File: config.mk
export PLATFORM = sky130hd
export DESIGN_NAME = sdram_bank_tracker
export DESIGN_NICKNAME = d
export VERILOG_FILES = /design/src/rtl/sbt_pkg.sv /design/src/rtl/sbt_reset_sync.sv /design/src/rtl/sbt_bank_slot.sv /design/src/rtl/sbt_burst_track.sv /design/src/rtl/sbt_legal_check.sv /design/src/rtl/sdram_bank_tracker.sv
export SDC_FILE = /design/constraint.sdc
export NUM_CORES = 1
export LEC_CHECK = 0
export BUFFER_PORTS_ARGS = -buffer_cell sky130_fd_sc_hd__buf_2
export CAP_MARGIN = 20
export CELL_PAD_IN_SITES_DETAIL_PLACEMENT = 1
export CELL_PAD_IN_SITES_GLOBAL_PLACEMENT = 1
export CORE_AREA = 2 2 101 79
export CTS_CLUSTER_SIZE = 30
export DETAILED_ROUTE_END_ITERATION = 16
export DIE_AREA = 0 0 103 81
export PLACE_DENSITY_LB_ADDON = 0.1
export SKIP_LAST_GASP = 1
export SLEW_MARGIN = 20
export SYNTH_ARGS = -nofsm -noshare
export SYNTH_HDL_FRONTEND = slang
export SYNTH_SLANG_ARGS = --single-unit
File: constraint.sdc
create_clock -name clk -period 5.3 [get_ports clk]
set_input_delay 0.53 -clock clk [delete_from_list [all_inputs] [get_ports clk]]
set_output_delay 0.53 -clock clk [all_outputs]
set_load 0.05 [all_outputs]
File: src/rtl/sbt_pkg.sv
package sbt_pkg;

  localparam logic [2:0] OP_NOP = 3'd0;
  localparam logic [2:0] OP_ACT = 3'd1;
  localparam logic [2:0] OP_RD  = 3'd2;
  localparam logic [2:0] OP_WR  = 3'd3;
  localparam logic [2:0] OP_PRE = 3'd4;
  localparam logic [2:0] OP_BST = 3'd5;

  // granted (legal) command classes
  typedef struct packed {
    logic act;
    logic rw;
    logic pre;
    logic bst;
  } sbt_go_t;

endpackage

File: src/rtl/sbt_reset_sync.sv
module sbt_reset_sync #(
  parameter int STAGES = 2
) (
  input  logic clk,
  input  logic rst_n,
  output logic rst_sync_n
);
  logic [STAGES-1:0] sync_q;
  logic [STAGES-1:0] sync_d;

  always_comb begin
    sync_d = {sync_q[STAGES-2:0], 1'b1};
  end

  always_ff @(posedge clk or negedge rst_n) begin
    if (!rst_n) sync_q <= '0;
    else        sync_q <= sync_d;
  end

  assign rst_sync_n = sync_q[STAGES-1];
endmodule

File: src/rtl/sbt_bank_slot.sv
module sbt_bank_slot #(
  parameter int TRP_CYC = 3,
  localparam int CNT_W = $clog2(TRP_CYC + 2)
) (
  input  logic clk,
  input  logic rst_n,
  input  logic act_set,
  input  logic pre_start,
  input  logic ap_start,
  output logic open_q,
  output logic cnt_busy
);
  logic             open_d;
  logic [CNT_W-1:0] cnt_q;
  logic [CNT_W-1:0] cnt_d;
  logic             slot_en;

  always_comb begin
    open_d  = open_q;
    cnt_d   = cnt_q;
    slot_en = act_set | pre_start | ap_start | (cnt_q != '0);
    if (pre_start) begin
      open_d = 1'b0;
      cnt_d  = CNT_W'(TRP_CYC);
    end else if (ap_start) begin
      // one extra cycle stands for the virtual precharge slot after the last beat
      open_d = 1'b0;
      cnt_d  = CNT_W'(TRP_CYC + 1);
    end else begin
      if (act_set) open_d = 1'b1;
      if (cnt_q != '0) cnt_d = cnt_q - 1'b1;
    end
  end

  always_ff @(posedge clk or negedge rst_n) begin
    if (!rst_n) begin
      open_q <= 1'b0;
      cnt_q  <= '0;
    end else if (slot_en) begin
      open_q <= open_d;
      cnt_q  <= cnt_d;
    end
  end

  assign cnt_busy = (cnt_q != '0);

  p_act_idle_r2: assert property (@(posedge clk) disable iff (!rst_n)
    act_set |-> (!open_q && cnt_q == '0));

  p_ap_only_open_r5: assert property (@(posedge clk) disable iff (!rst_n)
    ap_start |-> open_q);

  p_cnt_steps_r4: assert property (@(posedge clk) disable iff (!rst_n)
    (cnt_q != '0 && !pre_start && !ap_start) |=> (cnt_q == $past(cnt_q) - 1'b1));
endmodule

File: src/rtl/sbt_burst_track.sv
module sbt_burst_track #(
  parameter int BANK_W    = 2,
  parameter int BL_CODE_W = 2,
  localparam int MAX_LEN  = 1 << ((1 << BL_CODE_W) - 1),
  localparam int REM_W    = (MAX_LEN > 1) ? $clog2(MAX_LEN) : 1
) (
  input  logic                 clk,
  input  logic                 rst_n,
  input  logic                 start,
  input  logic [BANK_W-1:0]    start_bank,
  input  logic                 start_ap,
  input  logic [BL_CODE_W-1:0] burst_code,
  input  logic                 burst_full,
  input  logic                 stop,
  output logic                 burst_act,
  output logic [BANK_W-1:0]    burst_bank,
  output logic                 ap_inflight,
  output logic                 ap_fire,
  output logic [BANK_W-1:0]    ap_fire_bank
);
  logic              act_q, act_d;
  logic              ap_q, ap_d;
  logic              full_q, full_d;
  logic [BANK_W-1:0] bank_q, bank_d;
  logic [REM_W-1:0]  rem_q, rem_d;
  logic              trk_en;
  logic [REM_W:0]    len_oh;
  logic [REM_W:0]    len_m1;

  always_comb begin
    len_oh = {{REM_W{1'b0}}, 1'b1} << burst_code;
    len_m1 = len_oh - 1'b1;
  end

  always_comb begin
    act_d   = act_q;
    ap_d    = ap_q;
    full_d  = full_q;
    bank_d  = bank_q;
    rem_d   = rem_q;
    ap_fire = 1'b0;
    trk_en  = start | stop | (act_q & ~full_q);
    if (start) begin
      bank_d = start_bank;
      full_d = burst_full;
      ap_d   = start_ap & ~burst_full;
      rem_d  = len_m1[REM_W-1:0];
      if (!burst_full && len_m1 == '0) begin
        // single-beat burst ends in its own cycle
        act_d   = 1'b0;
        ap_d    = 1'b0;
        ap_fire = start_ap;
      end else begin
        act_d = 1'b1;
      end
    end else if (stop) begin
      act_d = 1'b0;
      ap_d  = 1'b0;
    end else if (act_q && !full_q) begin
      if (rem_q <= REM_W'(1)) begin
        act_d   = 1'b0;
        ap_d    = 1'b0;
        ap_fire = ap_q;
      end else begin
        rem_d = rem_q - 1'b1;
      end
    end
  end

  always_ff @(posedge clk or negedge rst_n) begin
    if (!rst_n) begin
      act_q  <= 1'b0;
      ap_q   <= 1'b0;
      full_q <= 1'b0;
      bank_q <= '0;
      rem_q  <= '0;
    end else if (trk_en) begin
      act_q  <= act_d;
      ap_q   <= ap_d;
      full_q <= full_d;
      bank_q <= bank_d;
      rem_q  <= rem_d;
    end
  end

  assign burst_act    = act_q;
  assign burst_bank   = bank_q;
  assign ap_inflight  = act_q & ap_q;
  assign ap_fire_bank = start ? start_bank : bank_q;

  p_ap_burst_runs_r9: assert property (@(posedge clk) disable iff (!rst_n)
    (act_q && ap_q) |-> (!start && !stop));

  p_fixed_rem_live_r5: assert property (@(posedge clk) disable iff (!rst_n)
    (act_q && !full_q) |-> (rem_q != '0));

  p_full_no_ap_r6: assert property (@(posedge clk) disable iff (!rst_n)
    (act_q && full_q) |-> !ap_q);
endmodule

File: src/rtl/sbt_legal_check.sv
module sbt_legal_check
  import sbt_pkg::*;
#(
  parameter int NUM_BANKS = 4,
  parameter int BANK_W    = 2
) (
  input  logic [2:0]           cmd_code,
  input  logic [BANK_W-1:0]    cmd_bank,
  input  logic [NUM_BANKS-1:0] row_open,
  input  logic [NUM_BANKS-1:0] bank_busy,
  input  logic                 ap_inflight,
  output logic                 cmd_legal,
  output sbt_go_t              go
);
  logic open_b;
  logic busy_b;

  always_comb begin
    open_b    = row_open[cmd_bank];
    busy_b    = bank_busy[cmd_bank];
    cmd_legal = 1'b0;
    go        = '0;
    case (cmd_code)
      OP_NOP: cmd_legal = 1'b1;
      OP_ACT: begin
        cmd_legal = !open_b && !busy_b;
        go.act    = cmd_legal;
      end
      OP_RD, OP_WR: begin
        cmd_legal = open_b && !busy_b && !ap_inflight;
        go.rw     = cmd_legal;
      end
      OP_PRE: begin
        cmd_legal = !busy_b;
        go.pre    = cmd_legal;
      end
      OP_BST: begin
        cmd_legal = !ap_inflight;
        go.bst    = cmd_legal;
      end
      default: cmd_legal = 1'b0;
    endcase
  end
endmodule

File: src/rtl/sdram_bank_tracker.sv
module sdram_bank_tracker
  import sbt_pkg::*;
#(
  parameter int NUM_BANKS = 4,
  parameter int TRP_CYC   = 3,
  parameter int BL_CODE_W = 2,
  localparam int BANK_W   = (NUM_BANKS > 1) ? $clog2(NUM_BANKS) : 1
) (
  input  logic                 clk,
  input  logic                 rst_n,
  input  logic [2:0]           cmd_code,
  input  logic                 cmd_ap,
  input  logic [BANK_W-1:0]    cmd_bank,
  input  logic [BL_CODE_W-1:0] burst_code,
  input  logic                 burst_full,
  output logic [NUM_BANKS-1:0] row_open,
  output logic [NUM_BANKS-1:0] bank_busy,
  output logic                 cmd_legal
);
  logic                 rst_sync_n;
  sbt_go_t              go;
  logic                 burst_act;
  logic [BANK_W-1:0]    burst_bank;
  logic                 ap_inflight;
  logic                 ap_fire;
  logic [BANK_W-1:0]    ap_fire_bank;
  logic                 burst_stop;
  logic [NUM_BANKS-1:0] cnt_busy;

  sbt_reset_sync #(.STAGES(2)) u_rst (
    .clk        (clk),
    .rst_n      (rst_n),
    .rst_sync_n (rst_sync_n)
  );

  sbt_legal_check #(.NUM_BANKS(NUM_BANKS), .BANK_W(BANK_W)) u_legal (
    .cmd_code    (cmd_code),
    .cmd_bank    (cmd_bank),
    .row_open    (row_open),
    .bank_busy   (bank_busy),
    .ap_inflight (ap_inflight),
    .cmd_legal   (cmd_legal),
    .go          (go)
  );

  // a terminate, or a precharge to the bursting bank, ends the tracked burst
  assign burst_stop = go.bst | (go.pre & burst_act & (cmd_bank == burst_bank));

  sbt_burst_track #(.BANK_W(BANK_W), .BL_CODE_W(BL_CODE_W)) u_burst (
    .clk          (clk),
    .rst_n        (rst_sync_n),
    .start        (go.rw),
    .start_bank   (cmd_bank),
    .start_ap     (cmd_ap),
    .burst_code   (burst_code),
    .burst_full   (burst_full),
    .stop         (burst_stop),
    .burst_act    (burst_act),
    .burst_bank   (burst_bank),
    .ap_inflight  (ap_inflight),
    .ap_fire      (ap_fire),
    .ap_fire_bank (ap_fire_bank)
  );

  for (genvar b = 0; b < NUM_BANKS; b++) begin : g_bank
    logic hit;
    assign hit = (cmd_bank == BANK_W'(b));

    sbt_bank_slot #(.TRP_CYC(TRP_CYC)) u_slot (
      .clk       (clk),
      .rst_n     (rst_sync_n),
      .act_set   (go.act & hit),
      .pre_start (go.pre & hit & row_open[b]),
      .ap_start  (ap_fire & (ap_fire_bank == BANK_W'(b))),
      .open_q    (row_open[b]),
      .cnt_busy  (cnt_busy[b])
    );

    assign bank_busy[b] = cnt_busy[b] | (ap_inflight & (burst_bank == BANK_W'(b)));
  end

  p_illegal_no_effect_r10: assert property (@(posedge clk) disable iff (!rst_sync_n)
    (!cmd_legal && !ap_inflight) |=> $stable(row_open));

  p_bst_keeps_rows_r8: assert property (@(posedge clk) disable iff (!rst_sync_n)
    (cmd_legal && cmd_code == OP_BST) |=> $stable(row_open));

  p_act_opens_r2: assert property (@(posedge clk) disable iff (!rst_sync_n)
    (cmd_legal && cmd_code == OP_ACT) |=> row_open[$past(cmd_bank)]);

  p_nop_legal_r11: assert property (@(posedge clk) disable iff (!rst_sync_n)
    (cmd_code == OP_NOP) |-> cmd_legal);
endmodule

### After elaboration in Yosys (flattened, before gate mapping)

Cells that the tools add are included.
W data, S select, Z words.

* flip-flop bits (word level): 26
* output and inout bits: 9
* logic and storage cells: 178
* bits of input ports: 11

* reduce and logical (&&, ||, !) cells: 42
* multiplexer cells: 50
* add/subtract/negate cells: 6
* shifts and indexed selects: 1
* equality and inequality tests: 17
* bitwise gates (word level): 46
* order comparisons: 2

Operators with widths (count)
* $mux W3: 16
* $reduce_bool A3 Y1: 14
* $mux W1: 30
* $and A1 B1 Y1: 25
* $or A1 B1 Y1: 19
* $reduce_and A2 Y1: 9
* $sub A3 B1 Y3 const B: 5
* $eq A2 B2 Y1 const B: 6
* $eq A2 B1 Y1 const B: 3
* $eq A3 B2 Y1 const B: 2
* $eq A3 B3 Y1 const B: 2
* $logic_not A2 Y1: 3
* $logic_and A1 B1 Y1: 5
* $logic_not A1 Y1: 5
* $pmux W1 S5: 1
* $bmux W1 S2: 2
* $logic_not A4 Y1: 1
* $ne A2 B1 Y1 const B: 2
* $reduce_and A4 Y1: 1
* $shl A1 B2 Y4 const A: 1
* $sub A4 B1 Y4 const B: 1
* $eq A3 B1 Y1 const B: 1
* $le A3 B1 Y1 const B: 1
* $logic_not A3 Y1: 1
* other kinds (7): 8

### Logic depth before layout (Yosys ltp)

* depth after elaboration: 16
* gate-level depth with buffers: 9
* depth with buffers taken out: 7

### Hierarchy

From an unflattened synthesis, not the netlist that was laid out.

* cells, all modules: 180
* area, all modules: 1781.7 sq um

Modules (own cells, without submodules)
* sbt_bank_slot: cells an instance 21, area each 220.2 sq um, sequential area each 100.1 sq um, instances 4
* sbt_burst_track: cells an instance 55, area each 525.5 sq um, sequential area each 200.2 sq um, instances 1
* sdram_bank_tracker: cells an instance 25, area each 192.7 sq um, sequential area each 0.0 sq um, instances 1
* sbt_legal_check: cells an instance 13, area each 128.9 sq um, sequential area each 0.0 sq um, instances 1
* sbt_reset_sync: cells an instance 3, area each 53.8 sq um, sequential area each 50.0 sq um, instances 1

### Least setup slack after synthesis

Ideal clock, no wire load.

* path kind: in2out
* from: in cmd_bank[1]
* to: out cmd_legal
* required time: 4770 ps
* path slack: 2439 ps
* data arrival time: 2331 ps
* stages: 4
* path through: mux4_2 nor2_1 a32oi_1 o21ai_0

* word-level cells in the longest chain between the ends: 6
* elaborated cells between the ends (all ways): 10
* those cells by class: mux: 5; reduce/logical: 5

Ends and longest elaborated chain
* from (decl): line sdram_bank_tracker.sv:13 `input logic [BANK_W-1:0] cmd_bank,`
* $bmux W1 S2: line sbt_legal_check.sv:20 `busy_b = bank_busy[cmd_bank];`
* $mux W1 (not written as such): line sbt_legal_check.sv:20
* $logic_not A1 Y1: line sbt_legal_check.sv:26, sbt_legal_check.sv:30, sbt_legal_check.sv:34
* $logic_and A1 B1 Y1 (2 in series): line sbt_legal_check.sv:30 `cmd_legal = open_b && !busy_b && !ap_inflight;`
* $pmux W1 S5 (*): line sbt_legal_check.sv:23 `case (cmd_code)`
* to (decl): line sdram_bank_tracker.sv:18 `output logic cmd_legal`

Mark *: on every way between the ends. The rest lies on a longest branch, timed or not. The select of a mux whose other input is x is not followed.

### Worst setup path in the final report

* from: reg u_burst.bank_q[0], in the netlist u_burst.burst_bank[0]
* to: out cmd_legal

* word-level cells in the longest chain between the ends: 9
* elaborated cells between the ends (all ways): 19
* those cells by class: eq/ne: 3; mux: 3; bitwise: 8; reduce/logical: 5

Ends and longest elaborated chain
* from (decl): line sbt_burst_track.sv:24 `logic [BANK_W-1:0] bank_q, bank_d;`
* from (signal assigned): line sbt_burst_track.sv:81 `bank_q <= bank_d;`
* $eq A2 B1 Y1, or another cell as far along: line sdram_bank_tracker.sv:79 `assign bank_busy[b] = cnt_busy[b] | (ap_inflight & (burst_bank == BANK_W'(b)));`
* $and A1 B1 Y1: line sdram_bank_tracker.sv:79
* $or A1 B1 Y1: line sdram_bank_tracker.sv:79
* $bmux W1 S2 (*): line sbt_legal_check.sv:20
* $mux W1 (not written as such) (*): line sbt_legal_check.sv:20
* $logic_not A1 Y1 (*): line sbt_legal_check.sv:26, sbt_legal_check.sv:30, sbt_legal_check.sv:34
* $logic_and A1 B1 Y1 (2 in series): line sbt_legal_check.sv:30
* $pmux W1 S5 (*): line sbt_legal_check.sv:23

Marks and branches as above.

==> impl_metrics.ini <==
[setup_path]
critPathCaptureType = output port
startpoint_type = flip-flop
crit_type = flip-flop to output port
crit_arrival_ps = 2610
crit_required_ps = 4770
critPathMaxFanout = 9

[clock_tree]
holdBufCountCts = 0
ctsRootBufferMaster = clkbuf_8
cts_max_level = 1
cts_resized = 0
path_clk_slew_ps = 100
clk_latency_ps = 280
post_cts.repair.setup_buffers = 0
cts.sinks = 26
cts_tree = done
cts_buffer_depth = 2
cts-buffers-inserted = 3

[logic_synthesis]
synth.distinct_cells = 56
netlist_area_um2 = 2160
synthArstFlopShare = 1.00
postSynthAreaPerCell_um2 = 9.31
ys_dominant_reg_cell = dfrtp_1
synth.top_cell.area_share = 0.301
ys_seq_elements = 26
yosysTopAreaCell = dfrtp_1
synth_most_common_cell = dfrtp_1
syn_inst = 232
synth_area_leaders = dfrtp_1, ha_1, mux2i_1
seq_area_frac_synth = 0.301
synthTopCellsByCount = dfrtp_1, nor2_1, o21ai_0
synth_fp_nets = 253
synth_edf_count = 0
yosys_warnings = 0

[floorplanning]
die_w_um = 103
core.rowCount = 28
die_h_um = 81
initial_core_util = 0.288
ios = 20
design.core.area_um2 = 7500
die_area_um2 = 8340

[final_layout]
final_cell_count_no_fill = 347
final_layout_size_suffix_gt1_frac = 0.211
area_delta_synth_final_pct = 7.99
final_nets = 264
diodes = 0
utilization = 0.311

[detailed_routing]
viasPerCell = 5.19
drc = 0
wirelength_um = 6140
ant_nets = 0
first_pass_iters = 4
vias = 1801
drt_iter0_drc = 105
wire_per_inst_um = 17.7

[timing]
fin_crit_ps = 3140
fmax_mhz = 319
period_share = 0.592
tightest_slew_ps = 843
relSlewSlack = 0.438
finalHoldViolCount = 0
worst_slack_ps = 2160
tns_ps = 0
drv_slew = 0
finClkSkew_ps = 9.86
finalSetupViolCount = 0
rsz0062_at_grt = no

[global_route]
antenna_found_initial = 0
top_usage_layer = met2
use_met2 = 0.240
gr-usage-met3 = 0.0293
grtUsageTotal = 0.158
grtUsageMet1 = 0.237
grt_pass1_vias = 1846
grt_pass1_wl_um = 10200
grt_max_degree = 25
globalRoute.totalOverflow = 0

[power_and_ir_drop]
leakage_nw = 0.950
switching_share = 0.467
p_int_mw = 0.585
p_clk_frac = 0.123
p_per_area_nw_per_um2 = 470
p_seq_frac = 0.325
max-vdd-ir-drop_v = 0.000129
combinationalPowerShare = 0.552
switchingPower_mw = 0.513

[placed_design]
port_buffers = 19
gp_congestion = 0.789
dp_hpwl_um = 4690
place_ws_ps = 2330
dp.cells = 343

[flow_run]
cap_viol_max_count = 0

[run_status]
outcome = completed

[min_path]
hold_class = input port to async pin
## metal layers
layer,vias to the layer above,part of all wire,wire length [µm]
met5,-,0,0
met4,0,0.012,73
met3,6,0.048,293
met2,43,0.42,2570
met1,882,0.52,3210
li1,870,-,-
## stage by stage
step	instance area [µm²]	hold WS, ps	total power, mW
global route	2330	2.73	1.21
floorplan	2160	234	0.849
finish	2330	21.7	1.10
detailed placement	2270	309	0.969
global placement	2270	318	0.965
CTS	2330	9.69	1.11
## cells in the final DEF, fill, tap and decap left out, types with 8 or more instances in the layout
master / n
mux2i_1: 9
ha_1: 10
buf_2: 19
dfrtp_1: 25
nand3_1: 12
o211ai_1: 8
nor2_1: 24
o21ai_0: 17
nor2b_1: 9
nand2_1: 14
inv_1: 14
## final timing paths
path	startpoint	to	slack (ps)	depth (start not counted)
min in group clk	u_rst.sync_q[0]$_DFF_PN0_	u_rst.sync_q[1]$_DFF_PN0_	370	0
setup / recovery	u_burst.burst_bank[0]$_DFFE_PN0P_	cmd_legal	2160	6
hold reg to reg	u_rst.sync_q[1]$_DFF_PN0_	g_bank[1].u_slot.open_q$_DFFE_PN0P_	270	0
setup reg to reg	u_burst.burst_bank[0]$_DFFE_PN0P_	g_bank[1].u_slot.cnt_q[2]$_DFFE_PN0P_	2550	5
max in group asynchronous	u_rst.sync_q[1]$_DFF_PN0_	g_bank[1].u_slot.cnt_q[2]$_DFFE_PN0P_	4650	0
hold / removal	rst_n	u_rst.sync_q[1]$_DFF_PN0_	20	1
## logic make-up (layout without fill, tap and decap cells)
| group | count (synthesis) | count (layout) | share of synthesized area |
|---|---|---|---|
| simple gates | 95 | 95 | 0.265 |
| compound gates | 52 | 52 | 0.194 |
| buf+inv | 27 | 37 | 0.0782 |
| flops | 26 | 26 | 0.301 |
| mux | 15 | 15 | 0.0782 |
| fa+ha+maj | 10 | 10 | 0.0579 |
| xor+xnor | 6 | 6 | 0.0243 |
| other cells | 1 | 1 | 0.00174 |
## registers in the layout (all words and copies together) (netlist names)
register              flops
u_burst.burst_bank        2
u_burst.burst_act         1
u_burst.ap_q              1
g_bank.u_slot.open_q      4
u_burst.rem_q             3
g_bank.u_slot.cnt_q      12
u_burst.full_q            1
u_rst.sync_q              2
## final cells by class
type,count,area [µm²]
Tap cell,105,131
Multi-Input combinational cell,179,1350
Inverter,14,52.6
Fill cell,907,5160
Timing Repair Buffer,19,95.1
Clock buffer,4,55.1
Sequential cell,26,652
## worst max-delay path: stages (launching register included)
cell	delay (ps)
dfrtp_1	600
nand4_1	300
a221oi_2	700
nor2_1	200
a32oi_1	200
o21ai_0	110
buf_2	220
## power by group through the flow
stage	combinational, mW	clock (mW)	sequential, mW
after floorplan	0.532	0	0.317
after global placement	0.602	0	0.363
after detailed placement	0.607	0	0.362
after CTS	0.611	0.144	0.357
after global routing	0.687	0.150	0.369
final	0.606	0.135	0.356
(Power assumes the default switching activity.)
